### src/rtl/vsf_pkg.sv
package vsf_pkg;

    typedef enum logic [1:0] {
        MODE_PASS  = 2'b00,
        MODE_FILT  = 2'b01,
        MODE_ALT_A = 2'b10,
        MODE_ALT_B = 2'b11
    } vsf_mode_e;

    function automatic logic filter_enabled(input logic [1:0] m);
        return vsf_mode_e'(m) == MODE_FILT;
    endfunction

endpackage

### src/rtl/vsf_capture.sv
module vsf_capture #(
    parameter int W = 27
) (
    input  logic         clk,
    input  logic         rst_n,
    input  logic         pd_n,
    input  logic         rise_sel,
    input  logic [W-1:0] din,
    output logic [W-1:0] cap_q
);

    logic [W-1:0] fall_q, fall_d, cap_d;

    // Falling-edge sample is retimed into the rising-edge stage so that
    // both capture choices share one downstream latency.
    always_comb begin
        fall_d = pd_n ? din : '0;
        if (!pd_n) begin
            cap_d = '0;
        end else if (rise_sel) begin
            cap_d = din;
        end else begin
            cap_d = fall_q;
        end
    end

    always_ff @(negedge clk or negedge rst_n) begin
        if (!rst_n) begin
            fall_q <= '0;
        end else begin
            fall_q <= fall_d;
        end
    end

    always_ff @(posedge clk or negedge rst_n) begin
        if (!rst_n) begin
            cap_q <= '0;
        end else begin
            cap_q <= cap_d;
        end
    end

endmodule

### src/rtl/vsf_pulse_filt.sv
module vsf_pulse_filt #(
    parameter int MIN_W = 3
) (
    input  logic clk,
    input  logic rst_n,
    input  logic pd_n,
    input  logic en,
    input  logic smp,
    output logic lvl_q
);

    localparam int HW = MIN_W - 1;

    typedef struct packed {
        logic [HW-1:0] hist;
        logic          lvl;
    } pf_st_t;

    pf_st_t st_q, st_d;
    logic   all_hi, all_lo;

    always_comb begin
        st_d         = st_q;
        all_hi       = smp & (&st_q.hist);
        all_lo       = ~(smp | (|st_q.hist));
        st_d.hist[0] = smp;
        for (int i = 1; i < HW; i++) begin
            st_d.hist[i] = st_q.hist[i-1];
        end
        if (en) begin
            // Level moves only when the whole window agrees.
            if (all_hi) begin
                st_d.lvl = 1'b1;
            end else if (all_lo) begin
                st_d.lvl = 1'b0;
            end
        end else begin
            // Bypass takes the oldest sample: same latency as the filter.
            st_d.lvl = st_q.hist[HW-1];
        end
        if (!pd_n) begin
            st_d = '0;
        end
    end

    always_ff @(posedge clk or negedge rst_n) begin
        if (!rst_n) begin
            st_q <= '0;
        end else begin
            st_q <= st_d;
        end
    end

    assign lvl_q = st_q.lvl;

endmodule

### src/rtl/vsf_rate_mon.sv
module vsf_rate_mon #(
    parameter int WIN = 130,
    parameter int BUD = 2
) (
    input  logic clk,
    input  logic rst_n,
    input  logic pd_n,
    input  logic smp,
    output logic flag_q
);

    localparam int            CW  = $clog2(WIN);
    localparam logic [CW-1:0] SAT = CW'(WIN - 1);

    typedef struct packed {
        logic [BUD-1:0][CW-1:0] age;
        logic                   prev;
        logic                   flag;
    } rm_st_t;

    rm_st_t st_q, st_d;
    logic   toggle;

    function automatic logic [CW-1:0] bump(input logic [CW-1:0] a);
        return (a == SAT) ? SAT : a + 1'b1;
    endfunction

    always_comb begin
        st_d      = st_q;
        st_d.prev = smp;
        toggle    = smp ^ st_q.prev;
        if (toggle) begin
            // Oldest tracked transition not yet a full window ago.
            if (st_q.age[BUD-1] != SAT) begin
                st_d.flag = 1'b1;
            end
            st_d.age[0] = '0;
            for (int i = 1; i < BUD; i++) begin
                st_d.age[i] = bump(st_q.age[i-1]);
            end
        end else begin
            for (int i = 0; i < BUD; i++) begin
                st_d.age[i] = bump(st_q.age[i]);
            end
        end
        if (!pd_n) begin
            st_d.age  = {BUD{SAT}};
            st_d.prev = 1'b0;
            st_d.flag = 1'b0;
        end
    end

    always_ff @(posedge clk or negedge rst_n) begin
        if (!rst_n) begin
            st_q.age  <= {BUD{SAT}};
            st_q.prev <= 1'b0;
            st_q.flag <= 1'b0;
        end else begin
            st_q <= st_d;
        end
    end

    assign flag_q = st_q.flag;

endmodule

### src/rtl/vsf_delay_line.sv
module vsf_delay_line #(
    parameter int W     = 25,
    parameter int DEPTH = 3
) (
    input  logic         clk,
    input  logic         rst_n,
    input  logic         pd_n,
    input  logic [W-1:0] din,
    output logic [W-1:0] dout
);

    logic [DEPTH-1:0][W-1:0] stg_q, stg_d;

    always_comb begin
        stg_d[0] = din;
        for (int i = 1; i < DEPTH; i++) begin
            stg_d[i] = stg_q[i-1];
        end
        if (!pd_n) begin
            stg_d = '0;
        end
    end

    always_ff @(posedge clk or negedge rst_n) begin
        if (!rst_n) begin
            stg_q <= '0;
        end else begin
            stg_q <= stg_d;
        end
    end

    assign dout = stg_q[DEPTH-1];

endmodule

### src/rtl/vsf_ctl_cond.sv
module vsf_ctl_cond #(
    parameter int PIX_W     = 24,
    parameter int MIN_PULSE = 3,
    parameter int WIN_HD    = 130,
    parameter int WIN_VS    = 130,
    parameter int BUD_HD    = 2,
    parameter int BUD_VS    = 1
) (
    input  logic             clk,
    input  logic             rst_n,
    input  logic             pd_n,
    input  logic             rise_sel,
    input  logic [1:0]       mode,
    input  logic [PIX_W-1:0] pix_in,
    input  logic             hs_in,
    input  logic             vs_in,
    input  logic             de_in,
    output logic [PIX_W-1:0] pix_out,
    output logic             hs_out,
    output logic             vs_out,
    output logic             de_out,
    output logic             viol_hs,
    output logic             viol_vs,
    output logic             viol_de
);

    import vsf_pkg::*;

    localparam int CAP_W = PIX_W + 3;
    localparam int NFILT = 2;
    localparam int NMON  = 3;

    logic [CAP_W-1:0] cap_bus;
    logic [PIX_W-1:0] cap_pix;
    logic             cap_hs, cap_vs, cap_de;
    logic             filt_en;
    logic [NFILT-1:0] filt_in, filt_out;
    logic [NMON-1:0]  mon_in, mon_flag;

    vsf_capture #(.W(CAP_W)) u_cap (
        .clk      (clk),
        .rst_n    (rst_n),
        .pd_n     (pd_n),
        .rise_sel (rise_sel),
        .din      ({pix_in, hs_in, vs_in, de_in}),
        .cap_q    (cap_bus)
    );

    assign {cap_pix, cap_hs, cap_vs, cap_de} = cap_bus;
    assign filt_en = filter_enabled(mode);

    // Index 1: horizontal sync, index 0: data enable.
    assign filt_in = {cap_hs, cap_de};

    for (genvar g = 0; g < NFILT; g++) begin : g_filt
        vsf_pulse_filt #(.MIN_W(MIN_PULSE)) u_pf (
            .clk   (clk),
            .rst_n (rst_n),
            .pd_n  (pd_n),
            .en    (filt_en),
            .smp   (filt_in[g]),
            .lvl_q (filt_out[g])
        );
    end

    assign hs_out = filt_out[1];
    assign de_out = filt_out[0];

    vsf_delay_line #(.W(PIX_W + 1), .DEPTH(MIN_PULSE)) u_dly (
        .clk   (clk),
        .rst_n (rst_n),
        .pd_n  (pd_n),
        .din   ({cap_pix, cap_vs}),
        .dout  ({pix_out, vs_out})
    );

    // Index 2: horizontal sync, 1: vertical sync, 0: data enable.
    assign mon_in = {cap_hs, cap_vs, cap_de};

    for (genvar g = 0; g < NMON; g++) begin : g_mon
        localparam int MW = (g == 1) ? WIN_VS : WIN_HD;
        localparam int MB = (g == 1) ? BUD_VS : BUD_HD;
        vsf_rate_mon #(.WIN(MW), .BUD(MB)) u_rm (
            .clk    (clk),
            .rst_n  (rst_n),
            .pd_n   (pd_n),
            .smp    (mon_in[g]),
            .flag_q (mon_flag[g])
        );
    end

    assign viol_hs = mon_flag[2];
    assign viol_vs = mon_flag[1];
    assign viol_de = mon_flag[0];

endmodule

### config.mk
export PLATFORM = sky130hd
export DESIGN_NAME = vsf_ctl_cond
export DESIGN_NICKNAME = d
export VERILOG_FILES = /design/src/rtl/vsf_pkg.sv /design/src/rtl/vsf_capture.sv /design/src/rtl/vsf_pulse_filt.sv /design/src/rtl/vsf_rate_mon.sv /design/src/rtl/vsf_delay_line.sv /design/src/rtl/vsf_ctl_cond.sv
export SDC_FILE = /design/constraint.sdc
export NUM_CORES = 1
export LEC_CHECK = 0
export BUFFER_PORTS_ARGS = -buffer_cell sky130_fd_sc_hd__buf_4
export CORE_ASPECT_RATIO = 0.5
export CORE_MARGIN = 2
export CORE_UTILIZATION = 63
export DETAILED_ROUTE_END_ITERATION = 8
export GPL_TIMING_DRIVEN = 0
export PLACE_DENSITY = 0.84
export RECOVER_POWER = 50
export SLEW_MARGIN = 20
export SYNTH_ARGS = -nofsm -noshare
export SYNTH_HDL_FRONTEND = slang
export SYNTH_SLANG_ARGS = --single-unit
### constraint.sdc
create_clock -name clk -period 2.3 [get_ports clk]
set_input_delay 0 -clock clk [delete_from_list [all_inputs] [get_ports clk]]
set_output_delay 0 -clock clk [all_outputs]
set_load 0.005 [all_outputs]
## After elaboration in Yosys (flattened, before gate mapping)

Index checks and enable logic that the tools add are counted.

- Add/subtract/negate cells: 5
- $mul: 0
- Div/mod/pow operators: 0
- Magnitude comparators: 0
- Equal/unequal tests: 17
- Shift-type cells: 0
- Multiplexer cells: 29
- Bitwise operators: 7
- Reduce and logical (&&, ||, !) cells: 7

Operators with widths:

| operator | number |
|---|---|
| $mux W27 | 3 |
| $mux W75 | 1 |
| $mux W8 | 6 |
| $add A8 B1 Y8 const B | 5 |
| $eq A8 B8 Y1 const B | 5 |
| $mux W18 | 2 |
| $mux W16 | 2 |
| $ne A8 B8 Y1 const B | 3 |
| $mux W1 | 12 |
| $ne A2 B1 Y1 const B | 6 |
| $mux W10 | 1 |
| $reduce_and A2 Y1 | 5 |
| $ne A4 B3 Y1 const B | 2 |
| $mux W3 | 2 |
| $reduce_or A2 Y1 | 2 |
| $xor A1 B1 Y1 | 3 |
| $and A1 B1 Y1 | 2 |
| $eq A2 B1 Y1 const B | 1 |
| $or A1 B1 Y1 | 2 |

- Register bits after elaboration: 181
- Bits in latches: 0
- Bits in writable memories: 0
- ROM bits: 0
- Bits of input ports: 33
- Output and inout port bits: 30
- Word-level logic and storage cells: 85
- Memories: 0

## Logic depth before layout (Yosys ltp)

Gate-level depths: netlist of run 1.

- Word-level depth: 6
- Depth in mapped cells: 6
- Gate-level depth less buffers: 6

## Modules after synthesis

A second synthesis of run 1 with hierarchy kept.

- Cells, all modules: 565
- Area, all modules: 7305.8 µm²

By module, submodules not included:

| module | instances | cells each | area an instance (µm²) | sequential area each (µm²) |
|---|---|---|---|---|
| vsf_delay_line | 1 | 183 | 2611.3 | 1876.8 |
| vsf_capture | 1 | 143 | 2029.4 | 1351.3 |
| vsf_rate_mon (g_mon[2].u_rm) | 1 | 84 | 939.7 | 455.4 |
| vsf_rate_mon (g_mon[0].u_rm) | 1 | 84 | 937.1 | 455.4 |
| vsf_rate_mon (g_mon[1].u_rm) | 1 | 48 | 519.2 | 252.7 |
| vsf_pulse_filt | 2 | 11 | 127.6 | 75.1 |
| vsf_ctl_cond | 1 | 1 | 13.8 | 0.0 |

==> results of run 1 <==
[flip-flops by register name, indices dropped and copies added (netlist names)]
name	count
g_filt.u_pf.lvl_q	2
g_filt.u_pf.st_q	4
g_mon.u_rm.flag_q	3
g_mon.u_rm.st_q	40
u_cap.cap_q	27
u_cap.fall_q	27
u_dly.dout	25
u_dly.stg_q	50
[report_power, final]
part	total (mW)	internal [mW]	switching (mW)
clock network	2.77	1.61	1.17
logic	0.692	0.310	0.382
registers	3.43	3.31	0.120
total	6.90	5.23	1.67
[cells in the mapped netlist, types with 2 or more instances]
library cell | instances | area, µm²
nor2_1 | 50 | 188
mux2i_1 | 27 | 270
nand2_1 | 13 | 48.8
buf_4 | 24 | 180
xor2_1 | 22 | 193
a2bb2oi_1 | 2 | 17.5
a31oi_1 | 2 | 12.5
nand2b_1 | 2 | 12.5
ha_1 | 10 | 125
nand3_1 | 27 | 135
a21oi_1 | 4 | 20.0
dfstp_2 | 10 | 263
nor2b_1 | 2 | 12.5
and3_1 | 9 | 56.3
and2_1 | 106 | 663
inv_1 | 8 | 30.0
o22ai_1 | 12 | 75.1
dfrtn_1 | 27 | 676
dfrtp_1 | 141 | 3530
clkbuf_1 | 16 | 60.1
buf_2 | 3 | 15.0
xnor2_1 | 11 | 96.3
nor3_1 | 8 | 40.0
nand4_1 | 3 | 18.8
a22o_1 | 3 | 26.3
o21ai_0 | 3 | 15.0
[how the worst min path moves through the flow]
stage / startpoint / to / slack [ps]
global route: rise_sel / u_cap.cap_q[0] / 90
detailed placement: rst_n / u_cap.cap_q[12] / 9
floorplan: rst_n / g_filt[0].u_pf.lvl_q / -300
finish: pd_n / g_mon[2].u_rm.st_q[2] / 80
global placement: pix_in[7] / u_cap.cap_q[10] / 250
CTS: rise_sel / u_cap.cap_q[0] / 40
[layout make-up]
type                       instances  share of cell area [%]
buffer                            43                    3.03
timing repair buffer              92                    9.39
inverter                           9                   0.402
sequential                       178                    53.1
multi-input combinational        325                    25.2
clock buffer                      24                    5.85
tap                              140                    2.08
clock inverter                     8                   0.922
[worst max-delay path: stages]
cell	delay, ps
dlygate4sd3_1	570
buf_8	460
buf_16	430
[per-stage QoR]
stage / instances / power, mW / hold WS, ps / setup slack [ps] / TNS, ps
after floorplan: 555 / 3.84 / -296 / 523 / 0
after global placement: 756 / 4.07 / 251 / -726 / -19080
after detailed placement: 757 / 4.11 / 8.55 / -20.8 / -178
after CTS: 819 / 6.88 / 40.6 / 186 / 0
after global routing: 819 / 7.15 / 89.0 / 29.2 / 0
final: 819 / 6.90 / 80.9 / 224 / 0
[repair_timing]
action	in CTS	in global routing
hold endpoints to repair	93	0
setup buffers	0	0
hold buffers	30	0
gates resized for setup	0	0
[per-layer routing]
| layer | GRT usage, % | vias up | share of wire [%] |
|---|---|---|---|
| li1 | - | 2014 | - |
| met1 | 34.6 | 2146 | 44 |
| met2 | 41.9 | 139 | 49 |
| met3 | 5.94 | 25 | 5.2 |
| met4 | 9.17 | 0 | 1.7 |
| met5 | 0 | - | 0 |
[cell families after synthesis]
group           Yosys count  share of synthesized area (%)
compound gates           31                           3.06
mux                      27                           3.93
flops                   178                           65.0
simple gates            224                           17.8
xor+xnor                 33                           4.20
fa+ha+maj                10                           1.82
buf+inv                  52                           4.20
==> impl_metrics.env, run 1 <==
export IMPL_die_w_um=152
export IMPL_hpwlAfterDp_um=7790
export IMPL_synth_edf_count=0
export IMPL_cap_violations=0
export IMPL_grt_setup_unrepaired="no"
export IMPL_status="finished, final reports clean"
export IMPL_slew_headroom_pct=56.8
export IMPL_ys_flop_type="dfrtp_1"
export IMPL_power_leakage_nw=4.10
export IMPL_yosys_warnings=0
export IMPL_num_vias=4324
export IMPL_r2r_end="u_cap.cap_q[3]"
export IMPL_area_delta_synth_final_pct=22.3
export IMPL_synthesis_area_um2=6880
export IMPL_r2r_cells=2
export IMPL_dieArea_um2=11800
export IMPL_power_density_nw_per_um2=820
export IMPL_finalClockSkew_ps=26.0
export IMPL_syn_inst=555
export IMPL_gp_congestion=0.843
export IMPL_antenna_found_initial=0
export IMPL_post_synth_cell_area_avg_um2=12.4
export IMPL_wl_um=13600
export IMPL_multi_input_area_um2=2120
export IMPL_drive_above_1_share_pct=19.4
export IMPL_wire_per_inst_um=16.6
export IMPL_r2r_start="u_cap.fall_q[3]"
export IMPL_cts_clk_slew_worst_paths_ps=70
export IMPL_overflow=0
export IMPL_synth_nets=598
export IMPL_grt_pass1_wl_um=22700
export IMPL_ant_nets=0
export IMPL_grtUsageTotal_pct=25.8
export IMPL_dpl_instance_area_um2=7540
export IMPL_numCtsBuffers=17
export IMPL_core_area_um2=10400
export IMPL_cp_startpoint="rst_n"
export IMPL_whs_path_depth=3
export IMPL_initial_core_util_pct=66.1
export IMPL_endpoint="u_cap.fall_q[25]"
export IMPL_dr_pass1_iters=5
export IMPL_fillerInstances=568
export IMPL_ys_seq_elements=178
export IMPL_yosysSeqAreaShare_pct=65.0
export IMPL_rrSetupSlack_ps=430
export IMPL_crit_path_start_kind="input port"
export IMPL_io_buffers=61
export IMPL_setup_violations=0
export IMPL_cp_max_fo=102
export IMPL_h_tree_depth=4
export IMPL_clk_path_buf_depth=2
export IMPL_layout_commonest_cell="dfrtp_1"
export IMPL_io_pins=63
export IMPL_path_class="input port to asynchronous set/reset pin"
export IMPL_async_flop_share_pct=100
export IMPL_tritoncts="done"
export IMPL_n_antenna_cell=0
export IMPL_cp_arrival_ps=1530
export IMPL_end_kind="asynchronous set/reset pin"
export IMPL_cp_required_ps=1750
export IMPL_drt_iter0_drc=308
export IMPL_ys_types=36
export IMPL_seqCellArea_um2=4470
export IMPL_final_nets=709
export IMPL_design_area_um2=8410
export IMPL_cts_root_buf="clkbuf_16"
export IMPL_grt_pass1_vias=4517
export IMPL_hp_class="input port to flip-flop"
export IMPL_clock_sinks=178
export IMPL_hold_viol_final=0
export IMPL_worstMarginPinSlew_ps=649
export IMPL_rows=26
export IMPL_vias_per_cell=5.28
export IMPL_clk_latency_ps=420
export IMPL_die_h_um=77.9
export IMPL_drc=0
export IMPL_finish_utilization_pct=80.8
export IMPL_final_cell_mix="dfrtp_1 (141), and2_0 (57), buf_4 (52)"
export IMPL_slew_violations=0
export IMPL_grt_max_degree=103
export IMPL_vdd_drop_max_mv=0.617
Note: power is estimated with default switching activity, not from simulation.
==> run 2: changes to the inputs <==
- RECOVER_POWER: 50 -> default
- SLEW_MARGIN: 20 -> 10
==> impl_metrics.env, run 2 (synthesis results as in run 1) <==
export IMPL_grt_pass1_wl_um=21600
export IMPL_finalClockSkew_ps=24.9
export IMPL_dr_pass1_iters=4
export IMPL_grtUsageTotal_pct=24.4
export IMPL_rows=26
export IMPL_top_register="u_dly.stg_q"
export IMPL_whs_path_depth=3
export IMPL_hp_class="input port to flip-flop"
export IMPL_grt_max_degree=122
export IMPL_wl_met1_um=5990
export IMPL_core_area_um2=10400
export IMPL_crit_buf_inv=3
export IMPL_stdcell_count=819
export IMPL_vias_per_cell=5.20
export IMPL_tritoncts="done"
export IMPL_area_delta_synth_final_pct=22.7
export IMPL_vdd_drop_max_mv=0.601
export IMPL_drt_iter0_drc=275
export IMPL_dp_cells=757
export IMPL_clk_path_buf_depth=2
export IMPL_cts_root_buf="clkbuf_16"
export IMPL_initial_core_util_pct=66.1
export IMPL_wire_per_inst_um=15.9
export IMPL_overflow=0
export IMPL_die_h_um=77.9
export IMPL_slew_headroom_pct=55.2
export IMPL_power_density_nw_per_um2=824
export IMPL_fillerInstances=583
export IMPL_final_nets=709
export IMPL_final_cell_mix="dfrtp_1 (141), and2_1 (106), buf_4 (84)"
export IMPL_layout_commonest_cell="dfrtp_1"
export IMPL_cp_arrival_ps=1500
export IMPL_drc=0
export IMPL_dr_wl_met3_um=543
export IMPL_slew_violations=0
export IMPL_cts_clk_slew_worst_paths_ps=60
export IMPL_wl_um=13100
export IMPL_slowest_stage="dlygate4sd3_1"
export IMPL_setup_violations=0
export IMPL_n_antenna_cell=0
export IMPL_clk_latency_ps=410
export IMPL_met2WireLength_um=6370
export IMPL_gp_congestion=0.843
export IMPL_grt_pass1_vias=4304
export IMPL_dieArea_um2=11800
export IMPL_cp_depth=3
export IMPL_hpwlAfterDp_um=7670
export IMPL_clock_sinks=178
export IMPL_end_kind="asynchronous set/reset pin"
export IMPL_power_leakage_nw=4.19
export IMPL_die_w_um=152
export IMPL_design_area_um2=8440
export IMPL_cp_required_ps=1720
export IMPL_grt_setup_unrepaired="no"
export IMPL_dr_max_layer_used="met4"
export IMPL_r2r_cells=2
export IMPL_crit_path_start_kind="input port"
export IMPL_status="finished, final reports clean"
export IMPL_hold_viol_final=0
export IMPL_largest_reg_flops=50
export IMPL_cpPeakStageDelay_ps=570
export IMPL_io_pins=63
export IMPL_cap_violations=0
export IMPL_worstMarginPinSlew_ps=671
export IMPL_path_class="input port to asynchronous set/reset pin"
export IMPL_num_vias=4262
export IMPL_h_tree_depth=4
export IMPL_dpl_instance_area_um2=7540
export IMPL_antenna_found_initial=0
export IMPL_numCtsBuffers=17
export IMPL_path_cells="dlygate4sd3_1, buf_8, buf_16"
export IMPL_io_buffers=61
export IMPL_cp_max_fo=121
export IMPL_largestRegisters="u_dly.stg_q x50, g_mon.u_rm.st_q x40"
export IMPL_ant_nets=0
export IMPL_crit_family="buffers and inverters"
export IMPL_drive_above_1_share_pct=19.6
export IMPL_finish_utilization_pct=81.0
export IMPL_power_mw=6.95
==> run 2: where the power goes <==
| group | internal, mW | switching [mW] |
|---|---|---|
| Clock | 1.68 | 1.15 |
| Sequential | 3.31 | 0.120 |
| Combinational | 0.317 | 0.378 |
==> run 2: per-layer routing <==
metal | track usage, % | vias up
met5 | 0 | -
met4 | 7.69 | 0
met3 | 5.41 | 19
met2 | 39.2 | 93
met1 | 33.7 | 2138
li1 | - | 2012
==> run 2: area by class of cell <==
class | instances | area, µm² | area share [%]
tap | 140 | 175 | 2.08
clock buffer | 25 | 517 | 6.13
timing repair buffer | 92 | 793 | 9.40
inverter | 9 | 33.8 | 0.400
clock inverter | 7 | 73.8 | 0.875
multi-input combinational | 325 | 2120 | 25.1
sequential | 178 | 4470 | 53.0
buffer | 43 | 255 | 3.03
==> run 2: stage by stage <==
step / TNS, ps / hold WS, ps / setup slack, ps
floorplan: 0 / -296 / 523
global placement: -19080 / 251 / -726
detailed placement: 0 / -51.6 / 12.1
CTS: 0 / 34.2 / 219
global route: 0 / 72.0 / 51.8
finish: 0 / 55.7 / 217
==> run 2: tightest hold or removal path: stages <==
cell and delay [ps]:
buf_2 200, mux2i_1 150, nor2_1 80
==> run 2: worst paths after layout <==
check	startpoint	slack, ps	end
max reg2reg	u_cap.fall_q[14]	430	u_cap.cap_q[14]
min in group asynchronous	rst_n	100	u_dly.stg_q[32]
min	rise_sel	60	u_cap.cap_q[0]
min reg2reg	u_dly.stg_q[18]	450	u_dly.stg_q[43]
max	rst_n	220	u_cap.fall_q[26]
max in group clk	pd_n	360	u_cap.fall_q[2]
==> run 2: repair_timing <==
action	CTS	global route
setup buffers	0	0
gates resized for setup	0	0
endpoints found under the hold margin	78	0
hold buffers	30	0
